## config.mk

```make
export PLATFORM = sky130hd
export DESIGN_NAME = wpb_top
export DESIGN_NICKNAME = d
export VERILOG_FILES = /design/src/rtl/wpb_pkg.sv /design/src/rtl/wpb_cfg_reg.sv /design/src/rtl/wpb_post_fifo.sv /design/src/rtl/wpb_route.sv /design/src/rtl/wpb_top.sv
export SDC_FILE = /design/constraint.sdc
export NUM_CORES = 1
export LEC_CHECK = 0
export BUFFER_PORTS_ARGS = -buffer_cell sky130_fd_sc_hd__buf_4
export CORE_AREA = 2 2 120 239
export DETAILED_ROUTE_END_ITERATION = 7
export DIE_AREA = 0 0 122 241
export GPL_TIMING_DRIVEN = 0
export MAX_ROUTING_LAYER = met4
export PLACE_DENSITY = 0.77
export SLEW_MARGIN = 40
export SYNTH_ARGS = -nofsm -noshare
export SYNTH_HDL_FRONTEND = slang
export SYNTH_SLANG_ARGS = --single-unit
```

## constraint.sdc

```tcl
create_clock -name clk -period 1.95 [get_ports clk]
set_input_delay 0 -clock clk [delete_from_list [all_inputs] [get_ports clk]]
set_output_delay 0 -clock clk [all_outputs]
set_load 0.05 [all_outputs]
```

## src/rtl/wpb_pkg.sv

```systemverilog
package wpb_pkg;
  localparam int unsigned CFG_AW        = 4;
  localparam int unsigned CFG_MODE_ADDR = 4;
  localparam int unsigned POSTED_BIT    = 7;
  typedef logic [7:0] cfg_byte_t;
endpackage

```

## src/rtl/wpb_cfg_reg.sv

```systemverilog
module wpb_cfg_reg
  import wpb_pkg::*;
(
  input  logic              clk,
  input  logic              rst_n,
  input  logic              we,
  input  logic [CFG_AW-1:0] addr,
  input  cfg_byte_t         wdata,
  output cfg_byte_t         rdata,
  output logic              posted_en
);
  logic      hit;
  logic      ld;
  cfg_byte_t mode_q;

  assign hit = (addr == CFG_AW'(CFG_MODE_ADDR));
  assign ld  = we && hit;

  always_ff @(posedge clk or negedge rst_n) begin
    if (!rst_n) mode_q <= '0;
    else if (ld) mode_q <= wdata;
  end

  assign rdata     = hit ? mode_q : '0;
  assign posted_en = mode_q[POSTED_BIT];

  // a stored write is visible on the next read of the same address
  a_r3_readback: assert property (@(posedge clk) disable iff (!rst_n)
    ld |=> (mode_q == $past(wdata)));
endmodule

```

## src/rtl/wpb_post_fifo.sv

```systemverilog
module wpb_post_fifo #(
  parameter int unsigned AW    = 32,
  parameter int unsigned DW    = 32,
  parameter int unsigned DEPTH = 4
) (
  input  logic               clk,
  input  logic               rst_n,
  input  logic               push,
  input  logic               pop,
  input  logic [AW-1:0]      in_addr,
  input  logic [DW-1:0]      in_data,
  input  logic [DW/8-1:0]    in_be,
  output logic [AW-1:0]      head_addr,
  output logic [DW-1:0]      head_data,
  output logic [DW/8-1:0]    head_be,
  output logic               empty,
  output logic               full,
  input  logic [AW-1:0]      look_addr,
  output logic               look_hit
);
  localparam int unsigned BW = DW / 8;
  localparam int unsigned PW = (DEPTH > 1) ? $clog2(DEPTH) : 1;
  localparam int unsigned CW = $clog2(DEPTH + 1);

  logic [AW-1:0]    ent_addr [DEPTH];
  logic [DW-1:0]    ent_data [DEPTH];
  logic [BW-1:0]    ent_be   [DEPTH];
  logic [DEPTH-1:0] vld_q, vld_n, match;
  logic [PW-1:0]    wr_q, wr_n, rd_q, rd_n;
  logic [CW-1:0]    cnt_q, cnt_n;

  function automatic logic [PW-1:0] bump(input logic [PW-1:0] p);
    return (p == PW'(DEPTH - 1)) ? '0 : p + 1'b1;
  endfunction

  assign empty = (cnt_q == '0);
  assign full  = (cnt_q == CW'(DEPTH));

  always_comb begin
    wr_n  = push ? bump(wr_q) : wr_q;
    rd_n  = pop  ? bump(rd_q) : rd_q;
    cnt_n = cnt_q;
    vld_n = vld_q;
    if (push) begin
      cnt_n = cnt_n + 1'b1;
      vld_n[wr_q] = 1'b1;
    end
    if (pop) begin
      cnt_n = cnt_n - 1'b1;
      vld_n[rd_q] = 1'b0;
    end
  end

  always_ff @(posedge clk or negedge rst_n) begin
    if (!rst_n) begin
      wr_q  <= '0;
      rd_q  <= '0;
      cnt_q <= '0;
      vld_q <= '0;
    end else begin
      wr_q  <= wr_n;
      rd_q  <= rd_n;
      cnt_q <= cnt_n;
      vld_q <= vld_n;
    end
  end

  for (genvar i = 0; i < DEPTH; i++) begin : g_ent
    logic ld;
    assign ld = push && (wr_q == PW'(i));
    always_ff @(posedge clk) begin
      if (ld) begin
        ent_addr[i] <= in_addr;
        ent_data[i] <= in_data;
        ent_be[i]   <= in_be;
      end
    end
    assign match[i] = vld_q[i] && (ent_addr[i] == look_addr);
  end

  assign look_hit  = |match;
  assign head_addr = ent_addr[rd_q];
  assign head_data = ent_data[rd_q];
  assign head_be   = ent_be[rd_q];

  a_r6_no_push_full: assert property (@(posedge clk) disable iff (!rst_n)
    push |-> !full);
  a_r5_no_pop_empty: assert property (@(posedge clk) disable iff (!rst_n)
    pop |-> !empty);
  a_r5_count_valid: assert property (@(posedge clk) disable iff (!rst_n)
    $countones(vld_q) == int'(cnt_q));
  a_r5_head_hold: assert property (@(posedge clk) disable iff (!rst_n)
    (!empty && !pop) |=> ($stable(head_addr) && $stable(head_data) && $stable(head_be)));
endmodule

```

## src/rtl/wpb_route.sv

```systemverilog
module wpb_route #(
  parameter int unsigned AW = 32,
  parameter int unsigned DW = 32
) (
  input  logic               clk,
  input  logic               rst_n,
  input  logic               posted_en,
  input  logic               cpu_wr_req,
  input  logic               cpu_rd_req,
  input  logic [AW-1:0]      cpu_addr,
  input  logic [DW-1:0]      cpu_wdata,
  input  logic [DW/8-1:0]    cpu_be,
  input  logic               fifo_empty,
  input  logic               fifo_full,
  input  logic               fifo_hit,
  input  logic [AW-1:0]      head_addr,
  input  logic [DW-1:0]      head_data,
  input  logic [DW/8-1:0]    head_be,
  input  logic               mem_done,
  output logic               push,
  output logic               pop,
  output logic               cpu_wr_ack,
  output logic               cpu_rd_ack,
  output logic               mem_wr_req,
  output logic [AW-1:0]      mem_addr,
  output logic [DW-1:0]      mem_wdata,
  output logic [DW/8-1:0]    mem_be
);
  logic wt_go;

  assign wt_go      = !posted_en && fifo_empty;
  assign push       = posted_en && cpu_wr_req && !fifo_full;
  assign pop        = !fifo_empty && mem_done;
  assign mem_wr_req = !fifo_empty || (wt_go && cpu_wr_req);
  assign mem_addr   = fifo_empty ? cpu_addr  : head_addr;
  assign mem_wdata  = fifo_empty ? cpu_wdata : head_data;
  assign mem_be     = fifo_empty ? cpu_be    : head_be;
  assign cpu_wr_ack = push || (wt_go && cpu_wr_req && mem_done);
  assign cpu_rd_ack = cpu_rd_req && !fifo_hit;

  // a write-through completion coincides with the DRAM completion of that write
  a_r2_wt_ack_on_done: assert property (@(posedge clk) disable iff (!rst_n)
    (cpu_wr_ack && !posted_en) |-> (mem_done && mem_wr_req && (mem_addr == cpu_addr)));
  // a posted acceptance lands in the buffer
  a_r4_posted_ack_push: assert property (@(posedge clk) disable iff (!rst_n)
    (cpu_wr_ack && posted_en) |=> !fifo_empty);
endmodule

```

## src/rtl/wpb_top.sv

```systemverilog
module wpb_top
  import wpb_pkg::*;
#(
  parameter int unsigned AW    = 32,
  parameter int unsigned DW    = 32,
  parameter int unsigned DEPTH = 4
) (
  input  logic              clk,
  input  logic              rst_n,
  input  logic              cfg_we,
  input  logic [3:0]        cfg_addr,
  input  logic [7:0]        cfg_wdata,
  output logic [7:0]        cfg_rdata,
  input  logic              cpu_wr_req,
  input  logic              cpu_rd_req,
  input  logic [AW-1:0]     cpu_addr,
  input  logic [DW-1:0]     cpu_wdata,
  input  logic [DW/8-1:0]   cpu_be,
  output logic              cpu_wr_ack,
  output logic              cpu_rd_ack,
  output logic              mem_wr_req,
  output logic [AW-1:0]     mem_addr,
  output logic [DW-1:0]     mem_wdata,
  output logic [DW/8-1:0]   mem_be,
  input  logic              mem_done
);
  localparam int unsigned BW = DW / 8;

  logic [1:0]    rst_sync_q;
  logic          rst_sn;
  logic          posted_en;
  logic          push, pop, f_empty, f_full, f_hit;
  logic [AW-1:0] h_addr;
  logic [DW-1:0] h_data;
  logic [BW-1:0] h_be;

  always_ff @(posedge clk or negedge rst_n) begin
    if (!rst_n) rst_sync_q <= 2'b00;
    else        rst_sync_q <= {rst_sync_q[0], 1'b1};
  end
  assign rst_sn = rst_sync_q[1];

  wpb_cfg_reg u_cfg (
    .clk(clk), .rst_n(rst_sn), .we(cfg_we), .addr(cfg_addr),
    .wdata(cfg_wdata), .rdata(cfg_rdata), .posted_en(posted_en)
  );

  wpb_post_fifo #(.AW(AW), .DW(DW), .DEPTH(DEPTH)) u_fifo (
    .clk(clk), .rst_n(rst_sn), .push(push), .pop(pop),
    .in_addr(cpu_addr), .in_data(cpu_wdata), .in_be(cpu_be),
    .head_addr(h_addr), .head_data(h_data), .head_be(h_be),
    .empty(f_empty), .full(f_full), .look_addr(cpu_addr), .look_hit(f_hit)
  );

  wpb_route #(.AW(AW), .DW(DW)) u_route (
    .clk(clk), .rst_n(rst_sn), .posted_en(posted_en),
    .cpu_wr_req(cpu_wr_req), .cpu_rd_req(cpu_rd_req), .cpu_addr(cpu_addr),
    .cpu_wdata(cpu_wdata), .cpu_be(cpu_be),
    .fifo_empty(f_empty), .fifo_full(f_full), .fifo_hit(f_hit),
    .head_addr(h_addr), .head_data(h_data), .head_be(h_be),
    .mem_done(mem_done), .push(push), .pop(pop),
    .cpu_wr_ack(cpu_wr_ack), .cpu_rd_ack(cpu_rd_ack),
    .mem_wr_req(mem_wr_req), .mem_addr(mem_addr), .mem_wdata(mem_wdata), .mem_be(mem_be)
  );

  // while buffered writes remain outside posted mode, no write is acknowledged
  a_r8_drain_before_wt: assert property (@(posedge clk) disable iff (!rst_sn)
    (!posted_en && !f_empty) |-> !cpu_wr_ack);
  // a read never proceeds past the write currently at the buffer head
  a_r7_rd_not_head: assert property (@(posedge clk) disable iff (!rst_sn)
    (cpu_rd_ack && !f_empty) |-> (h_addr != cpu_addr));
  // the DRAM port shows the buffer head whenever the buffer is occupied
  a_r5_head_on_port: assert property (@(posedge clk) disable iff (!rst_sn)
    !f_empty |-> (mem_wr_req && (mem_addr == h_addr)));
endmodule

```

Word level (Yosys, flattened, before mapping)
Memories as Yosys holds them, arrays and structs flattened.
Cells that the tools add are included.
{"block": "totals", "regBits": 21, "mem_bits_rw": 272, "inputBits": 86, "out_inout_bits": 79, "word_cells": 115, "n_memories": 3}
{"memory": "u_fifo.ent_addr", "depth": 4, "word_bits": 32, "rd": 5, "rd_ports_with_merged_regs": 0, "write_ports": 1, "line": "wpb_post_fifo.sv:25", "text": "logic [AW-1:0] ent_addr [DEPTH];"}
{"memory": "u_fifo.ent_data", "depth": 4, "word_bits": 32, "rd": 1, "rd_ports_with_merged_regs": 0, "write_ports": 1, "line": "wpb_post_fifo.sv:26", "text": "logic [DW-1:0] ent_data [DEPTH];"}
{"memory": "u_fifo.ent_be", "depth": 4, "word_bits": 4, "rd": 1, "rd_ports_with_merged_regs": 0, "write_ports": 1, "line": "wpb_post_fifo.sv:27", "text": "logic [BW-1:0] ent_be [DEPTH];"}
{"block": "op_classes", "addsub": 4, "magnitude_cmp": 4, "n_eq_ne": 10, "mux": 49, "n_bitwise": 3, "reduce_logical": 36}
{"operator": "two-way mux 32 bit", "n": 8}
{"operator": "OR reduction 32 bit", "n": 6}
{"operator": "== test 32 bit", "n": 4}
{"operator": "two-way mux 4 bit", "n": 6}
{"operator": "two-way mux 2 bit", "n": 11}
{"operator": "two-way mux 1 bit", "n": 19}
{"operator": "logical AND 1 bit", "n": 18}
{"operator": "OR reduction 4 bit", "n": 4}
{"operator": "two-way mux 8 bit", "n": 1}
{"operator": "== test 2 bit, second input constant", "n": 3}
{"operator": "less-than comparator 2 x 3 -> 1 bit, second input constant", "n": 2}
{"operator": "two-way mux 3 bit", "n": 2}
{"operator": "adder 2 x 1 -> 2 bit, second input constant", "n": 2}
{"operator": "AND 4 bit", "n": 1}
{"operator": "demux 1 bit (select 2 bit)", "n": 2}
{"operator": "== test 4 x 3 -> 1 bit, second input constant", "n": 1}
{"operator": "greater-or-equal comparator 2 x 1 -> 1 bit, second input constant", "n": 2}
{"operator": "zero test 1 bit", "n": 4}
{"operator": "NOT 4 bit", "n": 1}
{"operator": "OR 4 bit", "n": 1}
{"operator": "adder 3 x 1 -> 3 bit, second input constant", "n": 1}
{"operator": "== test 3 bit, second input constant", "n": 1}
{"operator": "zero test 3 bit", "n": 1}
{"operator": "subtractor 3 x 1 -> 3 bit, second input constant", "n": 1}
{"operator": "other kinds (3)", "n": 4}

Depth between registers and ports, before layout
{"block": "depth", "word_depth": 10, "depth_mapped": 11, "mapped_depth_nobuf": 10}

By module
Synthesis repeated with hierarchy kept, for this count alone.
{"block": "unflattened", "hier_cells": 703, "hier_area_um2": 13461.7}
{"mod": "wpb_post_fifo", "n_inst": 1, "cells_per_inst": 591, "area_per_inst_um2": 11815.1, "seq_area_each_um2": 8443.1}
{"mod": "wpb_route", "n_inst": 1, "cells_per_inst": 83, "area_per_inst_um2": 1207.4, "seq_area_each_um2": 0.0}
{"mod": "wpb_cfg_reg", "n_inst": 1, "cells_per_inst": 26, "area_per_inst_um2": 385.4, "seq_area_each_um2": 200.2}
{"mod": "wpb_top", "n_inst": 1, "cells_per_inst": 3, "area_per_inst_um2": 53.8, "seq_area_each_um2": 50.0}

Least setup slack after synthesis
Ideal clock, no wire load.
{"block": "synth_timing", "path_kind": "reg2reg", "from": "reg u_fifo.cnt_q[0]", "to": "mem u_fifo.ent_addr[0][0] (enable)", "setup_time_ps": 435, "t_arrival_ps": 2707, "required_ps": 1515, "slack_ps": -1191, "path_stages_with_launch": 8, "n_path_buf": 1, "synth_period_minus_slack_ps": 3141, "path_cell_list": "dfrtp_1 inv_1 ha_1 nand2_1 nand2_1 nor2_1 buf_2 and2_1"}
{"block": "synth_between", "word_cells_on_any_way": 24, "cone_classes": "eq/ne: 1; mux: 14; reduce/logical: 9"}
{"item": "start: declaration", "line": "wpb_post_fifo.sv:30", "text": "logic [CW-1:0] cnt_q, cnt_n;"}
{"item": "start signal: assignment", "line": "wpb_post_fifo.sv:63", "text": "cnt_q <= cnt_n;"}
{"item": "== test 3 bit", "line": "wpb_post_fifo.sv:37", "text": "assign full = (cnt_q == CW'(DEPTH));"}
{"item": "zero test 1 bit", "line": "wpb_route.sv:32", "text": "assign push = posted_en && cpu_wr_req && !fifo_full;"}
{"item": "logical AND 1 bit", "line": "wpb_route.sv:32"}
{"item": "logical AND 1 bit", "line": "wpb_post_fifo.sv:70", "text": "assign ld = push && (wr_q == PW'(i));"}
{"item": "net u_fifo.g_ent[0].ld", "line": "wpb_post_fifo.sv:69", "text": "logic ld;"}
{"item": "two-way mux 1 bit", "line": "wpb_post_fifo.sv:72", "text": "if (ld) begin"}
{"item": "two-way mux 1 bit (implied by the code)", "line": "wpb_post_fifo.sv:73", "text": "ent_addr[i] <= in_addr;"}
{"item": "two-way mux 1 bit (no source line) (3 in series)"}
{"item": "end: declaration", "line": "wpb_post_fifo.sv:25"}
The timed path passes the listed nets, and every way through them passes these cells.

==> metrics.txt <==
# TYPE chip_impl_metric gauge
chip_impl_metric{name="fin_ws",unit="ps"} -386
chip_impl_metric{name="globalplace.congestion",unit=""} 0.873
chip_impl_metric{name="ys_seq_area_frac",unit=""} 0.640
chip_impl_info{name="rsz0062_at_grt",value="yes"} 1
chip_impl_info{name="dominant_combinational_cell_family_by_area_after_synthesis",value="multiplexers"} 1
chip_impl_metric{name="stdcell_count",unit=""} 1419
chip_impl_metric{name="placed_cells",unit=""} 1259
chip_impl_metric{name="post-layout-total-power",unit="mW"} 26.8
chip_impl_metric{name="insertion_delay",unit="ps"} 540
chip_impl_metric{name="area_fraction_of_the_dominant_cell_type_after_synthesis",unit=""} 0.602
chip_impl_metric{name="cts_max_path_buffers",unit=""} 3
chip_impl_metric{name="dp_worst_setup_slack",unit="ps"} -364
chip_impl_info{name="cp_slowest_cell",value="sky130_fd_sc_hd__nor4_2"} 1
chip_impl_metric{name="power.net_switching",unit="mW"} 9.93
chip_impl_info{name="timing.rr.end",value="u_fifo.ent_data[0][31]"} 1
chip_impl_metric{name="critPathArrivalTime",unit="ps"} 2340
chip_impl_metric{name="finClkSkew",unit="ps"} 18.0
chip_impl_metric{name="power.sequential.fraction",unit=""} 0.296
chip_impl_metric{name="synth_compound_area_frac",unit=""} 0.00553
chip_impl_metric{name="critical_path_required",unit="ps"} 1950
chip_impl_metric{name="synth.cell_area",unit="sq um"} 13600
chip_impl_metric{name="finalWorstPathRequiredPeriod",unit="ps"} 2340
chip_impl_info{name="post_synth_main_area_contributors",value="sky130_fd_sc_hd__edfxtp_1, sky130_fd_sc_hd__mux4_2, sky130_fd_sc_hd__xor2_1"} 1
chip_impl_metric{name="whs_path_depth",unit=""} 5
chip_impl_metric{name="tightest_slew",unit="ps"} 517
chip_impl_metric{name="filler_cell_count",unit=""} 1846
chip_impl_metric{name="die_w",unit="um"} 122
chip_impl_metric{name="power.internal",unit="mW"} 16.8
chip_impl_metric{name="path_buf_inv",unit=""} 1
chip_impl_metric{name="p_comb_frac",unit=""} 0.510
chip_impl_metric{name="worst-path-max-fanout",unit=""} 2
chip_impl_info{name="end_kind",value="output pin"} 1
chip_impl_info{name="hold_critical_path_endpoint",value="u_fifo.cnt_q[0]"} 1
chip_impl_metric{name="chipHeight",unit="um"} 241
chip_impl_metric{name="cap_viol_max_count",unit=""} 0
chip_impl_metric{name="core",unit="sq um"} 27400
chip_impl_metric{name="pwr_density_cell",unit="nW/um^2"} 1470
chip_impl_metric{name="finalSetupTns",unit="ps"} -20340
chip_impl_metric{name="syn2layout_area_growth",unit="%"} 34.1
chip_impl_metric{name="grt_pass1_wl",unit="um"} 50300
chip_impl_metric{name="vias_in_the_first_global_route",unit=""} 8343
chip_impl_metric{name="post_synth_inst_count",unit=""} 735
chip_impl_info{name="post-synth-top-area-cell",value="sky130_fd_sc_hd__edfxtp_1"} 1
chip_impl_metric{name="timing.critical_path.slowest_cell_delay",unit="ps"} 460
chip_impl_info{name="hold_start",value="cpu_wr_req"} 1
chip_impl_metric{name="routed_wire_length_per_instance",unit="um"} 25.2
chip_impl_metric{name="synthMuxAreaShare",unit=""} 0.196
chip_impl_info{name="outcome",value="finished, violations left"} 1
chip_impl_metric{name="p_clk_frac",unit=""} 0.194
chip_impl_metric{name="mappedNetlistNets",unit=""} 832
chip_impl_metric{name="grt_max_degree",unit=""} 32
chip_impl_metric{name="whs",unit="ps"} 36.2
chip_impl_metric{name="grt_util_all_layers",unit=""} 0.244
chip_impl_metric{name="drtIter0Drc",unit=""} 554
chip_impl_metric{name="layout.nets",unit=""} 1145
chip_impl_metric{name="number_of_antenna_violations_at_the_first_check_in_global_routing",unit=""} 1
chip_impl_metric{name="min_period_over_period",unit=""} 1.20
chip_impl_info{name="crit_chain",value="xor2_1 > nor4_2 > nand4_1 > o31ai_4 > nor4_2 > buf_4"} 1
chip_impl_metric{name="row_cnt",unit=""} 86
chip_impl_info{name="commonest_cells_in_the_synthesized_netlist",value="sky130_fd_sc_hd__edfxtp_1, sky130_fd_sc_hd__xor2_1, sky130_fd_sc_hd__mux2_4, sky130_fd_sc_hd__mux4_2, sky130_fd_sc_hd__nor4_1"} 1
chip_impl_metric{name="multi_input_area",unit="sq um"} 4710
chip_impl_metric{name="route.final.wire_length",unit="um"} 35800
chip_impl_metric{name="static-leakage-power",unit="nW"} 6.82
chip_impl_info{name="critPathKind",value="reg2out"} 1
chip_impl_metric{name="f_max",unit="GHz"} 0.428
chip_impl_metric{name="placement.io_buffers",unit=""} 164
chip_impl_metric{name="worst_case_reg_to_reg_path_depth",unit=""} 10
chip_impl_metric{name="setup_viol_count_final",unit=""} 69
chip_impl_metric{name="drt-vias-per-instance",unit=""} 5.50
chip_impl_metric{name="cts_sinks",unit=""} 293
chip_impl_info{name="cell_with_the_most_instances_on_the_worst_path",value="sky130_fd_sc_hd__nor4_2"} 1
chip_impl_info{name="worst_hold_path_type",value="in2reg"} 1
chip_impl_info{name="failed_checks",value="setup timing"} 1
chip_impl_metric{name="number_of_flip_flops_and_latches_in_the_synthesized_netlist",unit=""} 293
chip_impl_metric{name="synth_fa_ha_area_frac",unit=""} 0.0101
chip_impl_info{name="critical_path.top_delay_family",value="simple AND/OR/NAND/NOR gates"} 1
chip_impl_metric{name="drt.antenna.violating_nets",unit=""} 0
chip_impl_info{name="root_buffer",value="sky130_fd_sc_hd__clkbuf_16"} 1
chip_impl_metric{name="timing.reg2reg.setup_slack",unit="ps"} 30
chip_impl_info{name="regToRegStartpoint",value="u_fifo.cnt_q[1]"} 1
chip_impl_metric{name="synthDistinctLibCells",unit=""} 33
chip_impl_metric{name="ys_async_sr_fraction",unit=""} 0.0717
chip_impl_metric{name="seqCellArea",unit="sq um"} 8700
chip_impl_metric{name="design.die.area",unit="sq um"} 29400
chip_impl_metric{name="xor_and_xnor_fraction_of_the_mapped_netlist_area",unit=""} 0.0852
chip_impl_metric{name="post-route-drc-count",unit=""} 0
chip_impl_metric{name="synth_enable_flop_cells",unit=""} 272
chip_impl_metric{name="maxSlewHeadroom",unit=""} 0.654
chip_impl_metric{name="num_vias",unit=""} 7804
chip_impl_metric{name="drt-pass1-iter-count",unit=""} 5
chip_impl_metric{name="grt_overflow",unit=""} 0
chip_impl_metric{name="htreeDepth",unit=""} 1
chip_impl_metric{name="irDropWorstVdd",unit="V"} 0.00108
chip_impl_metric{name="worst_setup_hold_path_clk_slew",unit="ps"} 70
chip_impl_metric{name="synth-warning-count",unit=""} 0
chip_impl_metric{name="i_o_pin_cnt",unit=""} 165
chip_impl_metric{name="post-dp-hpwl",unit="um"} 23100
chip_impl_metric{name="post_synth_and_or_nand_nor_area_fraction",unit=""} 0.0329
chip_impl_metric{name="hold_violations",unit=""} 0
chip_impl_metric{name="start_util",unit=""} 0.495
chip_impl_info{name="post-synth-top-count-cell",value="sky130_fd_sc_hd__edfxtp_1"} 1
chip_impl_info{name="critPathLaunchType",value="flip-flop"} 1
chip_impl_metric{name="synthesis.area_per_instance",unit="sq um"} 18.5
chip_impl_metric{name="report.final.slew_viol_count",unit=""} 0
chip_impl_info{name="synth_flop_cell",value="sky130_fd_sc_hd__edfxtp_1"} 1
chip_impl_metric{name="drive_gt1_frac",unit=""} 0.430
chip_impl_metric{name="netSwitchingFraction",unit=""} 0.371
chip_impl_info{name="cts_tree",value="done"} 1
chip_impl_metric{name="cts_made_buffers",unit=""} 24
-- power by group through the flow --
stage          registers (mW)  logic, mW  clock network, mW
4_1_cts                  7.89       13.3               5.26
3_5_place_dp             8.04       11.6                  0
5_1_grt                  7.98       14.2               5.46
3_3_place_gp             8.02       11.5                  0
6_report                 7.93       13.7               5.19
2_1_floorplan            7.93       8.58                  0
-- metal layers --
layer,part of all wire,global-route usage,routed length [um],vias to the layer above
li1,-,-,-,3465
met3,0.040,0.0203,1420,81
met2,0.58,0.459,20800,272
met1,0.33,0.252,11800,3986
met5,0,-,0,-
met4,0.048,0.115,1720,0
-- worst register-to-register path, stage by stage, from the launching register on --
cell and delay (ps):
sky130_fd_sc_hd__dfrtp_1 380, sky130_fd_sc_hd__inv_2 50, sky130_fd_sc_hd__ha_4 170, sky130_fd_sc_hd__nand2_2 70
sky130_fd_sc_hd__nand2_2 70, sky130_fd_sc_hd__nor2_4 130, sky130_fd_sc_hd__buf_6 130, sky130_fd_sc_hd__buf_6 130
sky130_fd_sc_hd__and2_4 180, sky130_fd_sc_hd__buf_12 140, sky130_fd_sc_hd__buf_16 160
-- worst max path at each step --
stage / startpoint / to / slack, ps / cells past startpoint
detailed placement: u_fifo.cnt_q[1] / u_fifo.ent_data[0][5] / -360 / 9
finish: u_fifo.ent_addr[1][10] / cpu_rd_ack / -390 / 6
global placement: u_fifo.cnt_q[1] / u_fifo.ent_data[3][7] / -510 / 7
global route: u_fifo.ent_addr[1][10] / cpu_rd_ack / -420 / 6
CTS: u_fifo.ent_addr[3][19] / cpu_rd_ack / -370 / 6
floorplan: u_fifo.cnt_q[0] / u_fifo.ent_addr[1][0] / 5 / 7
-- layout make-up --
class,count,share of cell area
antenna,1,0.000137
buffer,58,0.0266
clock buffer,26,0.0334
clock inverter,18,0.0128
inverter,7,0.00144
multi-input combinational,379,0.259
sequential,293,0.478
tap,352,0.0242
timing repair buffer,285,0.165
-- cells in the final DEF, fill, tap and decap left out, types with 4 or more instances in the layout --
master | netlist | routed
sky130_fd_sc_hd__edfxtp_1 | 272 | 272
sky130_fd_sc_hd__clkbuf_2 | 4 | 4
sky130_fd_sc_hd__clkinv_1 | 0 | 4
sky130_fd_sc_hd__mux2_4 | 68 | 68
sky130_fd_sc_hd__buf_4 | 1 | 107
sky130_fd_sc_hd__nand3_1 | 8 | 7
sky130_fd_sc_hd__dlygate4sd3_1 | 0 | 87
sky130_fd_sc_hd__and2_1 | 13 | 9
sky130_fd_sc_hd__buf_6 | 1 | 76
sky130_fd_sc_hd__nand2_2 | 1 | 4
sky130_fd_sc_hd__o21ai_0 | 4 | 4
sky130_fd_sc_hd__xor2_1 | 124 | 119
sky130_fd_sc_hd__a2bb2oi_1 | 4 | 4
sky130_fd_sc_hd__dfrtp_1 | 21 | 19
sky130_fd_sc_hd__ha_1 | 11 | 9
sky130_fd_sc_hd__buf_2 | 19 | 8
sky130_fd_sc_hd__clkinv_2 | 0 | 4
sky130_fd_sc_hd__bufinv_16 | 0 | 5
sky130_fd_sc_hd__mux2_2 | 8 | 8
sky130_fd_sc_hd__xnor2_1 | 8 | 7
sky130_fd_sc_hd__buf_12 | 7 | 17
sky130_fd_sc_hd__buf_16 | 0 | 5
sky130_fd_sc_hd__inv_1 | 7 | 5
sky130_fd_sc_hd__clkbuf_4 | 0 | 5
sky130_fd_sc_hd__nor4_2 | 0 | 8
sky130_fd_sc_hd__nand4_1 | 4 | 4
sky130_fd_sc_hd__clkbuf_16 | 0 | 31
sky130_fd_sc_hd__and2_4 | 0 | 4
sky130_fd_sc_hd__nor4_1 | 29 | 18
sky130_fd_sc_hd__xor2_2 | 0 | 5
sky130_fd_sc_hd__buf_8 | 0 | 4
sky130_fd_sc_hd__nor3_1 | 7 | 4
sky130_fd_sc_hd__mux4_2 | 68 | 68
sky130_fd_sc_hd__nand2_1 | 8 | 5
sky130_fd_sc_hd__clkbuf_1 | 26 | 23
-- registers in the layout (all words and copies together) (netlist names) --
name and flops:
u_fifo.ent_addr 128, u_fifo.rd_q 2, u_cfg.mode_q 8, u_fifo.cnt_q 3, u_fifo.ent_be 16, u_fifo.vld_q 4, u_fifo.ent_data 128, rst_sync_q 2
u_fifo.wr_q 2
-- cell families after synthesis --
logic type,count (synthesis)
adder cells (fa/ha/maj),11
AND/OR/NAND/NOR,76
multiplexers,146
AO/OA/AOI/OAI,11
other,1
XOR/XNOR,132
flip-flops,293
buffers and inverters,65
-- timing repair --
item | CTS | global route
hold endpoints to repair | 284 | 0
gates cloned | 7 | 7
endpoints found under the setup margin | 274 | 207
buffers inserted | 13 | 2
pin swaps | 13 | 17
hold buffers | 87 | 0
resized for setup | 129 | 20
-- stage by stage --
step | utilization | instance area (sq um)
floorplan | - | 13600
global placement | 0.557 | 15300
detailed placement | 0.562 | 15400
CTS | 0.654 | 18000
global route | 0.663 | 18200
finish | 0.663 | 18200
No activity file was read; power rests on OpenSTA's default activity.
